===== src/rtl/fpdec_pkg.sv =====
package fpdec_pkg;
    localparam int SPEC_W = 5;
    localparam int IDX_W  = SPEC_W + 1;
    localparam int FTT_W  = 3;

    typedef enum logic [1:0] {
        OPSZ_NONE = 2'd0,
        OPSZ_SGL  = 2'd1,
        OPSZ_DBL  = 2'd2,
        OPSZ_QUAD = 2'd3
    } opsz_e;

    typedef struct packed {
        logic dirty_lo;
        logic dirty_hi;
        logic fp_en;
    } trk_state_t;

    localparam trk_state_t TRK_RESET = '{dirty_lo: 1'b0, dirty_hi: 1'b0, fp_en: 1'b0};
endpackage


===== src/rtl/fpdec_spec_map.sv =====
module fpdec_spec_map #(
    parameter int INSN_W    = 32,
    parameter int FIELD_LSB = 0,
    parameter int SPEC_W    = 5
) (
    input  logic [INSN_W-1:0] instr,
    input  logic [1:0]        size,
    input  logic              strobe,
    output logic [SPEC_W:0]   idx,
    output logic              upper,
    output logic              bad,
    output logic              used
);
    import fpdec_pkg::*;

    localparam int HALF_BIT = SPEC_W;

    logic [SPEC_W-1:0] spec;
    opsz_e             sz;

    assign spec = instr[FIELD_LSB +: SPEC_W];
    assign sz   = opsz_e'(size);

    always_comb begin
        unique case (sz)
            OPSZ_NONE: idx = '0;
            OPSZ_SGL:  idx = {1'b0, spec};
            default:   idx = {spec[0], spec[SPEC_W-1:1], 1'b0};
        endcase
        upper = idx[HALF_BIT];
        used  = (sz != OPSZ_NONE);
        bad   = strobe && (sz == OPSZ_QUAD) && spec[1];
    end
endmodule


===== src/rtl/fpdec_ftt_check.sv =====
module fpdec_ftt_check #(
    parameter int FTT_W      = 3,
    parameter int FTT_BADREG = 6
) (
    input  logic             strobe,
    input  logic [FTT_W-1:0] exp_ftt,
    input  logic [FTT_W-1:0] stat_ftt,
    input  logic             from_illegal,
    input  logic             any_bad,
    output logic             accept,
    output logic             reject,
    output logic             ftt_we,
    output logic [FTT_W-1:0] ftt_new
);
    logic type_ok;

    always_comb begin
        type_ok = from_illegal || (stat_ftt == exp_ftt);
        ftt_we  = strobe && type_ok;
        ftt_new = any_bad ? FTT_W'(FTT_BADREG) : '0;
        accept  = strobe && type_ok && !any_bad;
        reject  = strobe && !(type_ok && !any_bad);
    end
endmodule


===== src/rtl/fpdec_half_track.sv =====
module fpdec_half_track #(
    parameter int NUM_SRC = 2
) (
    input  logic               clk,
    input  logic               rst_n,
    input  logic               strobe,
    input  logic               wr_accept,
    input  logic               rd_used,
    input  logic               rd_upper,
    input  logic [NUM_SRC-1:0] src_used,
    input  logic [NUM_SRC-1:0] src_upper,
    output logic [NUM_SRC-1:0] src_zero,
    output logic               clr_lo,
    output logic               clr_hi,
    output logic               gsr_clr,
    output logic               dirty_lo,
    output logic               dirty_hi,
    output logic               fp_en
);
    import fpdec_pkg::*;

    trk_state_t st_d, st_q;

    always_comb begin
        st_d    = st_q;
        clr_lo  = 1'b0;
        clr_hi  = 1'b0;
        gsr_clr = 1'b0;
        for (int i = 0; i < NUM_SRC; i++) begin
            src_zero[i] = strobe && src_used[i] &&
                          !(src_upper[i] ? st_q.dirty_hi : st_q.dirty_lo);
        end
        if (wr_accept && rd_used) begin
            if (!st_q.fp_en) begin
                st_d.fp_en    = 1'b1;
                st_d.dirty_lo = 1'b0;
                st_d.dirty_hi = 1'b0;
                gsr_clr       = 1'b1;
            end
            if (rd_upper) begin
                if (!st_d.dirty_hi) begin
                    clr_hi        = 1'b1;
                    st_d.dirty_hi = 1'b1;
                end
            end else begin
                if (!st_d.dirty_lo) begin
                    clr_lo        = 1'b1;
                    st_d.dirty_lo = 1'b1;
                end
            end
        end
    end

    always_ff @(posedge clk or negedge rst_n) begin
        if (!rst_n) st_q <= TRK_RESET;
        else        st_q <= st_d;
    end

    assign dirty_lo = st_q.dirty_lo;
    assign dirty_hi = st_q.dirty_hi;
    assign fp_en    = st_q.fp_en;
endmodule


===== src/rtl/fp_regspec_decoder.sv =====
module fp_regspec_decoder #(
    parameter int INSN_W     = 32,
    parameter int SPEC_W     = 5,
    parameter int FTT_W      = 3,
    parameter int FTT_BADREG = 6,
    parameter int RS1_LSB    = 14,
    parameter int RS2_LSB    = 0,
    parameter int RD_LSB     = 25
) (
    input  logic              clk,
    input  logic              rst_n,
    input  logic              dec_strobe,
    input  logic [INSN_W-1:0] instr,
    input  logic [1:0]        rs1_size,
    input  logic [1:0]        rs2_size,
    input  logic [1:0]        rd_size,
    input  logic [FTT_W-1:0]  exp_ftt,
    input  logic [FTT_W-1:0]  stat_ftt,
    input  logic              from_illegal,
    output logic [SPEC_W:0]   rs1_idx,
    output logic              rs1_upper,
    output logic              rs1_err,
    output logic              rs1_zero,
    output logic [SPEC_W:0]   rs2_idx,
    output logic              rs2_upper,
    output logic              rs2_err,
    output logic              rs2_zero,
    output logic [SPEC_W:0]   rd_idx,
    output logic              rd_upper,
    output logic              rd_err,
    output logic              op_accept,
    output logic              op_reject,
    output logic              ftt_we,
    output logic [FTT_W-1:0]  ftt_new,
    output logic              clr_lower,
    output logic              clr_upper,
    output logic              gsr_clr,
    output logic              fp_enabled,
    output logic              dirty_lower,
    output logic              dirty_upper
);
    localparam int NUM_OPS = 3;
    localparam int NUM_SRC = NUM_OPS - 1;
    localparam int IDX_W   = SPEC_W + 1;

    localparam int OP_LSB [NUM_OPS] = '{RS1_LSB, RS2_LSB, RD_LSB};

    logic [1:0]       op_size  [NUM_OPS];
    logic [IDX_W-1:0] op_idx   [NUM_OPS];
    logic [NUM_OPS-1:0] op_upper, op_bad, op_used;
    logic [NUM_SRC-1:0] src_zero;

    assign op_size[0] = rs1_size;
    assign op_size[1] = rs2_size;
    assign op_size[2] = rd_size;

    for (genvar g = 0; g < NUM_OPS; g++) begin : g_map
        fpdec_spec_map #(
            .INSN_W   (INSN_W),
            .FIELD_LSB(OP_LSB[g]),
            .SPEC_W   (SPEC_W)
        ) u_map (
            .instr (instr),
            .size  (op_size[g]),
            .strobe(dec_strobe),
            .idx   (op_idx[g]),
            .upper (op_upper[g]),
            .bad   (op_bad[g]),
            .used  (op_used[g])
        );
    end

    fpdec_ftt_check #(
        .FTT_W     (FTT_W),
        .FTT_BADREG(FTT_BADREG)
    ) u_ftt (
        .strobe      (dec_strobe),
        .exp_ftt     (exp_ftt),
        .stat_ftt    (stat_ftt),
        .from_illegal(from_illegal),
        .any_bad     (|op_bad),
        .accept      (op_accept),
        .reject      (op_reject),
        .ftt_we      (ftt_we),
        .ftt_new     (ftt_new)
    );

    fpdec_half_track #(
        .NUM_SRC(NUM_SRC)
    ) u_trk (
        .clk      (clk),
        .rst_n    (rst_n),
        .strobe   (dec_strobe),
        .wr_accept(op_accept),
        .rd_used  (op_used[2]),
        .rd_upper (op_upper[2]),
        .src_used (op_used[NUM_SRC-1:0]),
        .src_upper(op_upper[NUM_SRC-1:0]),
        .src_zero (src_zero),
        .clr_lo   (clr_lower),
        .clr_hi   (clr_upper),
        .gsr_clr  (gsr_clr),
        .dirty_lo (dirty_lower),
        .dirty_hi (dirty_upper),
        .fp_en    (fp_enabled)
    );

    assign rs1_idx   = op_idx[0];
    assign rs1_upper = op_upper[0];
    assign rs1_err   = op_bad[0];
    assign rs1_zero  = src_zero[0];
    assign rs2_idx   = op_idx[1];
    assign rs2_upper = op_upper[1];
    assign rs2_err   = op_bad[1];
    assign rs2_zero  = src_zero[1];
    assign rd_idx    = op_idx[2];
    assign rd_upper  = op_upper[2];
    assign rd_err    = op_bad[2];
endmodule


===== config.mk =====
export PLATFORM = sky130hd
export DESIGN_NAME = fp_regspec_decoder
export DESIGN_NICKNAME = d
export VERILOG_FILES = /design/src/rtl/fpdec_pkg.sv /design/src/rtl/fpdec_spec_map.sv /design/src/rtl/fpdec_ftt_check.sv /design/src/rtl/fpdec_half_track.sv /design/src/rtl/fp_regspec_decoder.sv
export SDC_FILE = /design/constraint.sdc
export NUM_CORES = 1
export LEC_CHECK = 0
export BUFFER_PORTS_ARGS = -buffer_cell sky130_fd_sc_hd__buf_2
export CAP_MARGIN = 20
export CELL_PAD_IN_SITES_DETAIL_PLACEMENT = 0
export CELL_PAD_IN_SITES_GLOBAL_PLACEMENT = 1
export CORE_ASPECT_RATIO = 1.75
export CORE_MARGIN = 8
export CORE_UTILIZATION = 17
export CTS_BUF_LIST = sky130_fd_sc_hd__clkbuf_8
export CTS_CLUSTER_DIAMETER = 40
export DETAILED_ROUTE_END_ITERATION = 10
export PLACE_DENSITY_LB_ADDON = 0.3
export SLEW_MARGIN = 20
export SYNTH_ARGS = -nofsm -noshare
export SYNTH_HDL_FRONTEND = slang
export SYNTH_SLANG_ARGS = --single-unit
export TNS_END_PERCENT = 5

===== constraint.sdc =====
create_clock -name clk -period 3.82 [get_ports clk]
set_input_delay 0.764 -clock clk [delete_from_list [all_inputs] [get_ports clk]]
set_output_delay 0.764 -clock clk [all_outputs]
set_load 0.005 [all_outputs]

==> Implementation_results.wiki <==
{| class="wikitable"
! Metric !! Value
|-
| Worst Hold Slack || 0.3421 ns
|-
| Final count of negative-setup-slack endpoints || 0
|-
| Wire length of the first global-routing pass || 3588 µm
|-
| Fraction of layout cells with a size suffix above 1 || 57.25%
|-
| Post-layout minimum cycle time || 2.767 ns
|-
| WL per Instance || 14.58 µm
|-
| Final count of hold timing violations || 0
|-
| Port Buf Inserts || 67
|-
| Leakage power summed over all cells || 0.0005274 µW
|-
| Library cell appearing most often on the critical path || sky130_fd_sc_hd__buf_2
|-
| Worst setup path category || primary input to output pin
|-
| Mapped cell area || 498.0 µm²
|-
| Sequential-to-total area share from yosys stat || 15.08%
|-
| Crit-path max cell delay || 0.34 ns
|-
| Setup fix buffers added after clock tree synthesis || 0
|-
| Number of clock buffers inserted by TritonCTS || 3
|-
| Worst supply voltage drop on vdd || 0.1526 mV
|-
| Summed area of non-filler cells in the final layout || 868.3 µm²
|-
| Core area || 2863 µm²
|-
| Antenna cell count || 0
|-
| Power Density || 227.5 nW/µm²
|-
| H-tree lvl count || 1
|-
| Routed vias/inst || 4.566
|-
| WP buf/inv || 2
|-
| Unrepaired setup endpoints after global routing || false
|-
| Biggest area contributors in the synthesized netlist || sky130_fd_sc_hd__dfrtp_1 (15%), sky130_fd_sc_hd__nor2b_1 (15%), sky130_fd_sc_hd__buf_4 (9.0%)
|-
| Max Cap Violations || 0
|-
| Kind of cell adding the most delay to the critical path || simple AND/OR/NAND/NOR gates
|-
| Highest achievable clock rate || 0.3614 GHz
|-
| Warning count from the yosys run || 0
|-
| Utilization after layout || 30.33%
|-
| Total global routing track utilization || 8.672%
|-
| Number of placement rows || 26
|-
| Number of global-route vias before repair || 784
|-
| Starting density of the core || 17.40%
|-
| Largest net degree at the start of global routing || 8
|-
| Post-Synthesis Mean Instance Area || 7.545 µm²
|-
| Endpoint of the lowest-slack register-to-register path || u_trk.dirty_hi$_DFFE_PN0P_
|-
| Distinct cell type count after synthesis || 26
|-
| Remaining global-route overflow || 0
|-
| Number of instances in the synthesized netlist || 66
|-
| Worst reg2reg path depth || 3
|-
| Initial DRC count || 6
|-
| Vias || 726
|-
| HPWL after detailed placement || 2089 µm
|-
| Top cell type's share of synthesized area || 15.08%
|-
| Hold-fix buffers at CTS || 0
|-
| Slowest-stage cell, CP || sky130_fd_sc_hd__nor3_2
|-
| Final critical-path share of the clock period || 72.44%
|-
| Die H || 87.60 µm
|-
| Critical path, cell by cell || buf_2, and4_1, nor3_2, nand3b_1, a211oi_2, buf_2
|-
| Run status || finished, final reports clean
|-
| CP Launch Type || primary input
|-
| Clock skew after layout || 0.002145 ns
|-
| Library cell occupying the most area in the post-synthesis netlist || sky130_fd_sc_hd__dfrtp_1
|-
| Clock buffer depth || 2
|-
| CTS resizes || 0
|-
| Die boundary width || 56.92 µm
|-
| Commonest cells after routing, fill and taps aside || sky130_fd_sc_hd__buf_2 (67), sky130_fd_sc_hd__nor2b_1 (12), sky130_fd_sc_hd__nor2_1 (8), sky130_fd_sc_hd__nand2_1 (4), sky130_fd_sc_hd__inv_1 (4)
|-
| Crit path required time || 3.06 ns
|-
| Number of iterations in the first detailed-routing pass || 2
|-
| Clock Latency Late Sink || 0.21 ns
|-
| Detailed-route DRC error count || 0
|-
| Initial antenna violation count || 0
|-
| CTS clock-pin slew for the worst setup and hold paths || 0.03 ns
|-
| Syn nets || 114
|-
| Max Fanout on Critical Path || 5
|-
| Area growth from synthesis to final layout || 74.37%
|-
| Most common cell after layout, fill and taps aside || sky130_fd_sc_hd__buf_2
|-
| Total wirelength of the detailed-routed design || 2319 µm
|-
| Slack of the worst reg-to-reg path || 2.75 ns
|-
| Signal arrival time at the worst endpoint || 2.00 ns
|-
| Sum Neg Setup Slack || 0 ns
|-
| Number of synthesized register bits || 3
|-
| Setup crit end kind || output pin
|-
| Final #Nets || 180
|-
| Count of filler cells inserted in the layout || 332
|-
| Total Die Area || 4986 µm²
|-
| Instance area at placement || 823.3 µm²
|-
| Post-route ant nets || 0
|-
| Classification of the worst-slack hold path || primary input to async pin
|-
| CTS sink count || 3
|-
| Weighted congestion reported at the end of routability-driven placement || 0.7210
|-
| CTS root buf || sky130_fd_sc_hd__clkbuf_8
|-
| Top-Level Pins || 86
|-
| FF-to-FF Start || u_trk.fp_en$_DFFE_PN0P_
|-
| Clock tree from TritonCTS || built
|-
| Max-slew violation count || 0
|}
cell families (layout without fill, tap and decap cells):
group	count (synthesis)	count (layout)	synth area share [%]
muxes	2	2	4.020
buffers and inverters	10	75	12.06
and+or+nand+nor	39	39	46.48
xor gates and xnor gates	3	3	5.277
other	1	1	0.7530
DFF	3	3	15.07
AOI/OAI and AO/OA	8	8	16.33
worst register-to-register path: stages (launching register included):
cell                      delay, ns
sky130_fd_sc_hd__dfrtp_1       0.43
sky130_fd_sc_hd__nor2_1        0.13
sky130_fd_sc_hd__nand3_1       0.15
sky130_fd_sc_hd__a32o_1        0.25
routing by layer:
metal	up-vias	part of all wire [%]	GRT usage [%]
met5	-	0	0
met4	0	0	0.6438
met3	0	19	7.257
met2	56	47	16.06
met1	325	34	7.047
li1	345	-	-
flip-flops by register name (all words and copies together), names as in the netlist:
register / cells
u_trk.dirty_lo: 1
u_trk.fp_en: 1
u_trk.dirty_hi: 1
synthesized netlist by cell type (all sizes together):
cell	n
dfrtp	3
xor2	3
nor2b	12
nor2	8
o2bb2ai	1
nand2	4
o41ai	1
a32o	1
nor3b	2
and3b	1
nand3	1
conb	1
and4	3
nand3b	1
a211oi	1
a21oi	3
o31ai	1
inv	4
and3	1
mux2i	2
and2	4
nand2b	1
nor3	1
buf	6
where the power goes:
| group | internal (µW) | switching (µW) |
|---|---|---|
| Clock | 68.4 | 20.6 |
| Combinational | 37.0 | 36.0 |
| Sequential | 33.3 | 2.30 |
| Total | 139 | 58.9 |
through the flow:
stage	std cells	power, µW	setup slack, ns
2_1_floorplan	66	70.82	1.347
3_3_place_gp	155	109.7	0.9998
3_5_place_dp	155	110.6	1.008
4_1_cts	159	201.8	0.9970
5_1_grt	159	214.2	0.9355
6_report	159	197.5	1.053
final cells by class:
class,instances,area (µm²),area share (%)
Sequential cell,3,75.07,8.646
Multi-Input combinational cell,53,362.8,41.79
Clock inverter,1,3.754,0.4323
Clock buffer,3,41.29,4.755
Timing Repair Buffer,67,335.3,38.62
Inverter,4,15.01,1.729
Tap cell,28,35.03,4.035
how the worst max path moves through the flow:
stage | from | to | slack (ns) | cells past startpoint
finish | dec_strobe | clr_lower | 1.05 | 6
global route | dec_strobe | clr_lower | 0.94 | 6
CTS | dec_strobe | clr_lower | 1.0 | 6
detailed placement | dec_strobe | clr_lower | 1.01 | 6
global placement | dec_strobe | clr_lower | 1.0 | 6
floorplan | exp_ftt[0] | clr_upper | 1.35 | 4
No activity file was read; power rests on OpenSTA's default activity.
